### src/rtl/spb_pkg.sv
package spb_pkg;
  // Positions of the serial lines in the synchronised vector
  localparam int LN_SCK   = 0;
  localparam int LN_CSN   = 1;
  localparam int LN_DC    = 2;
  localparam int LN_MOSI  = 3;
  localparam int LN_COUNT = 4;
  // Idle level of the lines: frame select inactive (high), the rest low
  localparam logic [LN_COUNT-1:0] LN_IDLE = 4'b0010;
endpackage

### src/rtl/spb_sync.sv
module spb_sync #(
  parameter int                WIDTH   = 4,
  parameter int                STAGES  = 2,
  parameter logic [WIDTH-1:0]  RST_VAL = '0
) (
  input  logic             clk,
  input  logic             rst_n,
  input  logic [WIDTH-1:0] async_i,
  output logic [WIDTH-1:0] sync_o
);
  logic [WIDTH-1:0] stage_q [STAGES];

  for (genvar s = 0; s < STAGES; s++) begin : g_stage
    if (s == 0) begin : g_first
      always_ff @(posedge clk or negedge rst_n) begin
        if (!rst_n) stage_q[s] <= RST_VAL;
        else        stage_q[s] <= async_i;
      end
    end else begin : g_next
      always_ff @(posedge clk or negedge rst_n) begin
        if (!rst_n) stage_q[s] <= RST_VAL;
        else        stage_q[s] <= stage_q[s-1];
      end
    end
  end

  assign sync_o = stage_q[STAGES-1];
endmodule

### src/rtl/spb_edge.sv
module spb_edge (
  input  logic clk,
  input  logic rst_n,
  input  logic level_i,
  output logic rise_o
);
  logic prev_q;

  always_ff @(posedge clk or negedge rst_n) begin
    if (!rst_n) prev_q <= 1'b0;
    else        prev_q <= level_i;
  end

  assign rise_o = level_i & ~prev_q;
endmodule

### src/rtl/spb_assembler.sv
module spb_assembler #(
  parameter int WORD_W = 16,
  localparam int CNT_W = $clog2(WORD_W)
) (
  input  logic              clk,
  input  logic              rst_n,
  input  logic              idle_i,
  input  logic              bit_en_i,
  input  logic              bit_i,
  input  logic              dc_i,
  output logic [WORD_W-1:0] word_o,
  output logic              dc_o,
  output logic              done_o,
  output logic [CNT_W-1:0]  cnt_o
);
  localparam logic [CNT_W-1:0] LAST = CNT_W'(WORD_W - 1);

  logic [WORD_W-2:0] shift_q;
  logic [CNT_W-1:0]  cnt_q;
  logic [WORD_W-1:0] word_q;
  logic              dc_q;
  logic              done_q;

  always_ff @(posedge clk or negedge rst_n) begin
    if (!rst_n) begin
      shift_q <= '0;
      cnt_q   <= '0;
      word_q  <= '0;
      dc_q    <= 1'b0;
      done_q  <= 1'b0;
    end else begin
      done_q <= 1'b0;
      if (idle_i) begin
        cnt_q   <= '0;
        shift_q <= '0;
      end else if (bit_en_i) begin
        if (cnt_q == LAST) begin
          word_q <= {shift_q, bit_i};
          dc_q   <= dc_i;
          done_q <= 1'b1;
          cnt_q  <= '0;
        end else begin
          cnt_q <= cnt_q + 1'b1;
        end
        shift_q <= {shift_q[WORD_W-3:0], bit_i};
      end
    end
  end

  assign word_o = word_q;
  assign dc_o   = dc_q;
  assign done_o = done_q;
  assign cnt_o  = cnt_q;
endmodule

### src/rtl/spi_panel_bridge.sv
module spi_panel_bridge #(
  parameter int WORD_W      = 16,
  parameter int SYNC_STAGES = 2,
  localparam int CNT_W      = $clog2(WORD_W)
) (
  input  logic              clk,
  input  logic              rst_n,
  input  logic              sck_i,
  input  logic              cs_n_i,
  input  logic              dc_i,
  input  logic              mosi_i,
  output logic              wr_valid,
  output logic [WORD_W-1:0] wr_word,
  output logic              wr_dc
);
  import spb_pkg::*;

  logic [LN_COUNT-1:0] raw_lines;
  logic [LN_COUNT-1:0] sync_lines;
  logic                sck_rise;
  logic                cs_sync;
  logic                done;
  logic [CNT_W-1:0]    bit_cnt;
  logic                valid_q;

  always_comb begin
    raw_lines          = '0;
    raw_lines[LN_SCK]  = sck_i;
    raw_lines[LN_CSN]  = cs_n_i;
    raw_lines[LN_DC]   = dc_i;
    raw_lines[LN_MOSI] = mosi_i;
  end

  spb_sync #(
    .WIDTH   (LN_COUNT),
    .STAGES  (SYNC_STAGES),
    .RST_VAL (LN_IDLE)
  ) u_sync (
    .clk     (clk),
    .rst_n   (rst_n),
    .async_i (raw_lines),
    .sync_o  (sync_lines)
  );

  assign cs_sync = sync_lines[LN_CSN];

  spb_edge u_edge (
    .clk     (clk),
    .rst_n   (rst_n),
    .level_i (sync_lines[LN_SCK]),
    .rise_o  (sck_rise)
  );

  spb_assembler #(.WORD_W(WORD_W)) u_asm (
    .clk      (clk),
    .rst_n    (rst_n),
    .idle_i   (cs_sync),
    .bit_en_i (sck_rise),
    .bit_i    (sync_lines[LN_MOSI]),
    .dc_i     (sync_lines[LN_DC]),
    .word_o   (wr_word),
    .dc_o     (wr_dc),
    .done_o   (done),
    .cnt_o    (bit_cnt)
  );

  // Strobe one clock after capture, so the word is settled a cycle early
  always_ff @(posedge clk or negedge rst_n) begin
    if (!rst_n) valid_q <= 1'b0;
    else        valid_q <= done;
  end

  assign wr_valid = valid_q;
endmodule

### config.mk
export PLATFORM = sky130hd
export DESIGN_NAME = spi_panel_bridge
export DESIGN_NICKNAME = d
export VERILOG_FILES = /design/src/rtl/spb_pkg.sv /design/src/rtl/spb_sync.sv /design/src/rtl/spb_edge.sv /design/src/rtl/spb_assembler.sv /design/src/rtl/spi_panel_bridge.sv
export SDC_FILE = /design/constraint.sdc
export NUM_CORES = 1
export LEC_CHECK = 0
export BUFFER_PORTS_ARGS = -buffer_cell sky130_fd_sc_hd__buf_4
export CORE_ASPECT_RATIO = 1.5
export CORE_MARGIN = 3
export CORE_UTILIZATION = 50
export CTS_CLUSTER_SIZE = 16
export DETAILED_ROUTE_END_ITERATION = 8
export GPL_TIMING_DRIVEN = 0
export PLACE_DENSITY = 0.79
export SLEW_MARGIN = 20
export SYNTH_ARGS = -nofsm -noshare
export SYNTH_HDL_FRONTEND = slang
export SYNTH_HIERARCHICAL = 1
export SYNTH_SLANG_ARGS = --single-unit
### constraint.sdc
create_clock -name clk -period 1.6 [get_ports clk]
set_input_delay 0.32 -clock clk [delete_from_list [all_inputs] [get_ports clk]]
set_output_delay 0.32 -clock clk [all_outputs]
set_load 0.02 [all_outputs]
# Word level (Yosys, flattened, before mapping)
# Cells that the tools add are included.
# op_classes
add_sub_neg	1
n_reduce_logical	2
n_mux	8
n_eq_ne	1
n_bitwise	3
# op_table
op	n
15-bit two-way mux	2
4-bit two-way mux	3
4-bit by 1-bit adder with 4-bit output, second input constant	1
4-bit == test, second input constant	1
1-bit two-way mux	3
3-bit AND reduction	1
1-bit inverter	2
2-bit nonzero test	1
1-bit bitwise AND	1
# totals
in_bits	6
out_inout_bits	18
register_bits	47
word_cells	24

# Longest topological paths before layout
# depth
word_depth	4
depth_mapped	7
mapped_depth_nobuf	4

# By module
# The synthesis kept the hierarchy.
# by_module_without_submodules
module	seq_area_each_um2	area_per_inst_um2	n_inst	cells_each
spb_assembler	925.9	1515.2	1	106
spb_sync	202.7	232.7	1	12
spb_edge	25.0	38.8	1	2
spi_panel_bridge	25.0	25.0	1	1

# Worst setup path before layout
# Ideal clock, no wire load.
# synth_timing
path_type	reg-to-reg
from	register u_sync.stage_q, in the netlist u_sync/sync_o[0]
to	register u_asm.word_q[10] (netlist: u_asm/word_o[10])
synth_period_minus_slack_ns	1.707
n_path_buf	3
path_slack_ns	-0.107
required_ns	1.475
path_stages_with_launch	8
arrival_ns	1.582
setup_time_ns	0.125
cell_sequence	dfrtp_1 buf_4 nor2b_4 buf_6 nand2_4 nor3_4 buf_8 mux2_4
# synth_via
elab_chain_len	2
# synth_lines
element	line	text
from (decl)	spb_sync.sv:11	logic [WIDTH-1:0] stage_q [STAGES];
from (signal, indexed assignment)	spb_sync.sv:22	else stage_q[s] <= stage_q[s-1];
1-bit bitwise AND	spb_edge.sv:14	assign rise_o = level_i & ~prev_q;
net sck_rise	spi_panel_bridge.sv:20	logic sck_rise;
3-bit AND reduction (no source line)	--	
to (signal assigned)	spb_assembler.sv:38	word_q <= {shift_q, bit_i};
to (decl)	spb_assembler.sv:20	logic [WORD_W-1:0] word_q;
# The timed path passes the listed nets, and every way through them passes these cells.
# A chain may end at the register's enable or synchronous reset.

# Worst setup path after layout
# layout_timing
from	register u_asm.cnt_q[1] (netlist: u_asm/cnt_o[1])
to	register u_asm.dc_q (netlist: u_asm/dc_o)
# layout_via
elab_chain_len	2
# layout_lines
element	line	text
from (decl)	spb_assembler.sv:19	logic [CNT_W-1:0] cnt_q;
from (signal assigned)	spb_assembler.sv:43	cnt_q <= cnt_q + 1'b1;
4-bit == test	spb_assembler.sv:37	if (cnt_q == LAST) begin
3-bit AND reduction (no source line)	--	
to (signal assigned)	spb_assembler.sv:39	dc_q <= dc_i;
to (decl)	spb_assembler.sv:21	logic dc_q;
# No other way between the ends.

==> summary.txt <==
Placed design
  • Setup Slack @ Placement: -0.310 ns
  • Detail Placement HPWL: 1870 microns
  • DP Area: about 2000 sq um
  • Port buffer count: 23
  • Placer Congestion: a little under 0.7

Global routing
  • Global-route wire length before repair: roughly 5100 microns
  • Total GRT Usage: 16.0%
  • Vias in the first global route: 1098
  • Largest net degree at the start of global routing: 48
  • GRT overflow: 0
  • Initial antenna violation count: 0

Drt
  • Vias post-DR: 997
  • DR top layer: met4
  • Drt pass-1 iters: 3
  • Iteration-0 DRC Markers: 16
  • DR WL met3: between 90 and 100 microns
  • Avg Vias per Cell: just over 5
  • WL per Instance: about 15 microns
  • DRC viols: 0
  • Total wire length: 2900 microns
  • Met2 wire len: ~1500 microns
  • M1 WL: 1270 microns
  • Antenna-violating nets left: 0

Cells and area
  • Area of the multi-input gates: between 500 and 600 sq um
  • Layout cells sized above 1: 41.9%
  • Most common cell after layout, fill and taps aside: dfrtp_1
  • Fill cell count: 275
  • Area grow syn2layout: 22.7%
  • Layout Nets: approximately 160
  • Most frequent cells in the layout: dfrtp_1 (45), buf_4 (30), nor2_1 (18), mux2i_1 (17), mux2_4 (12)
  • Final instance area: between 2000 and 2500 sq um
  • Register Area: approximately 1200 sq um
  • Ant. Diodes: 0

Floorplanning
  • Core area: 3450 sq um
  • IO Count: 24
  • Std cell rows: 26
  • Die height: 79.7 microns
  • DIE WIDTH: approximately 55 microns
  • Die area: between 4000 and 5000 sq um
  • Initial Utilization: 52.5%

Synthesis
  • Syn_area_per_cell: ~15 sq um
  • Dominant cells by area after synthesis: dfrtp_1 (62%), mux2i_1 (9.4%), mux2_4 (7.5%)
  • XOR/XNOR share of the synthesized area: less than 1%
  • Post-synthesis compound-gate area fraction: 1.17%
  • Area leader, netlist: dfrtp_1
  • Syn Inst Count: around 120
  • Synth top area share: slightly above 60%
  • Syn Nets: 128
  • Register area share after synthesis: between 60% and 70%
  • Synth Area in Simple Gates: ~7%
  • Largest family of logic cells by synthesized area: multiplexers
  • Synth Area in Adders: 0.691%
  • Post-synth cell types: 21
  • #FFs+latches synth: 47
  • Netlist Area Pre-Place: around 1800 sq um
  • Post-synthesis mux area share: between 20% and 30%
  • Synth warn: 6

Timing
  • Final setup violating endpoints: 0
  • Tcrit/Tclk final: between 90 and 100%
  • Min cycle time layout: between 1.5 and 2 ns
  • TNS Setup: 0 ns
  • WHS: 0.0204 ns
  • RSZ-0062 raised after global routing: yes
  • Pins Over Slew Limit: 0
  • Max frequency: approximately 650 MHz
  • Final setup margin: ~0.055 ns
  • Final Hold Viols: 0
  • Skew final: 0.00605 ns
  • Rel. slew slack: between 60% and 70%
  • Worst slew pin tran: 0.563 ns

Clock network
  • CTS Root Cell: clkbuf_8
  • # H-tree levels: 2
  • Clock transition at path regs: roughly 0.080 ns
  • Max clock buf depth: 2
  • Skew-Pair Late Insertion Delay: just under 0.3 ns
  • Sink Count: 47
  • CTS tree: done
  • Num CTS Buffers: 5

Setup path
  • WS Path Type: register to register
  • CP startpoint kind: register
  • Crit path arrival time: about 1.7 ns
  • Worst Path Max Fanout: 8
  • Crit end category: register
  • Critical Path RT: between 1.5 and 2 ns
  • R2R depth: 5

Pwr
  • Power Density: around 1000 nW/um^2
  • VDD IR max: 0.935 mV
  • Pleak: about 1.1 nW

Run status
  • Outcome: complete, no violations

Min path
  • Worst Hold Class: input pin to async pin

Flow run
  • MaxCap Viol Count: 0
flip-flops by register name, summed over array words and instances (netlist names):
register,cells
u_asm/cnt_o,4
u_asm/dc_o,1
u_asm/done_o,1
u_asm/shift_q,15
u_asm/word_o,16
u_edge/prev_q,1
u_sync/stage_q,4
u_sync/sync_o,4
wr_valid,1
per-layer routing:
| layer | track usage, % | up-vias |
|---|---|---|
| met3 | 3.93 | 4 |
| li1 | - | 469 |
| met1 | 22.1 | 509 |
| met2 | 24.6 | 15 |
| met5 | 0 | - |
| met4 | 5.11 | 0 |
stage by stage:
step	power, mW	instances	util, %
2_1_floorplan	1.28	121	-
3_3_place_gp	1.32	186	59.1
3_5_place_dp	1.32	186	59.1
4_1_cts	2.32	200	65.4
6_report	2.29	197	64.5
5_1_grt	2.39	197	64.5
repair_timing:
action                     CTS  global route
cloned                       1             0
resized for setup            6             5
hold buffers                 0             0
setup endpoints to repair   25            25
pin swaps                    1             1
buffers inserted             7             1
cell type report:
cell class,instances,area share [%]
Clock inverter,3,3.04
Tap cell,42,2.36
Buffer,5,1.41
Multi-Input combinational cell,65,26.4
Clock buffer,5,3.10
Sequential cell,47,53.0
Timing Repair Buffer,30,10.6
path summary, 6_finish.rpt:
| kind | endpoint | from | slack, ns |
|---|---|---|---|
| worst max register to register | u_asm/dc_o$_DFFE_PN0P_ | u_asm/cnt_o[1]$_DFFE_PN0P_ | 0.05 |
| worst min-delay path | u_asm/shift_q[0]$_DFFE_PN0P_ | rst_n | 0.02 |
| max in group asynchronous | u_sync/sync_o[1]$_DFF_PN1_ | rst_n | 1.20 |
| worst max-delay path | u_asm/dc_o$_DFFE_PN0P_ | u_asm/cnt_o[1]$_DFFE_PN0P_ | 0.05 |
| worst min register to register | u_sync/sync_o[2]$_DFF_PN0_ | u_sync/stage_q[6]$_DFF_PN0_ | 0.36 |
| min in group clk | u_sync/stage_q[4]$_DFF_PN0_ | sck_i | 0.13 |
cell usage after synthesis, drive strengths merged:
cell type  count
a21oi          2
a31oi          1
buf            7
clkbuf         2
dfrtp         45
dfstp          2
ha             1
mux2          17
mux2i         17
nand2          4
nor2          18
nor2b          1
nor3           1
o21ai          1
or3            1
xor2           1
kinds of logic after synthesis:
kind of cell	Yosys count
AOI/OAI and AO/OA	4
buffers and inverters	9
adders and majority gates	1
and+or+nand+nor	25
xor gates and xnor gates	1
DFF	47
muxes	34
power by group:
| part | leakage, nW | internal, mW | switching [mW] | total [mW] |
|---|---|---|---|---|
| clock network | 0.0644 | 0.622 | 0.373 | 0.995 |
| logic | 0.413 | 0.0341 | 0.0510 | 0.0852 |
| registers | 0.632 | 1.20 | 0.00883 | 1.21 |
worst max-delay path: stages, from the launching register on:
cell	delay, ns
dfrtp_1	0.43
ha_4	0.16
nand2_1	0.08
nor3_4	0.22
buf_6	0.20
mux2_2	0.34
Note: power is estimated with default switching activity, not from simulation.
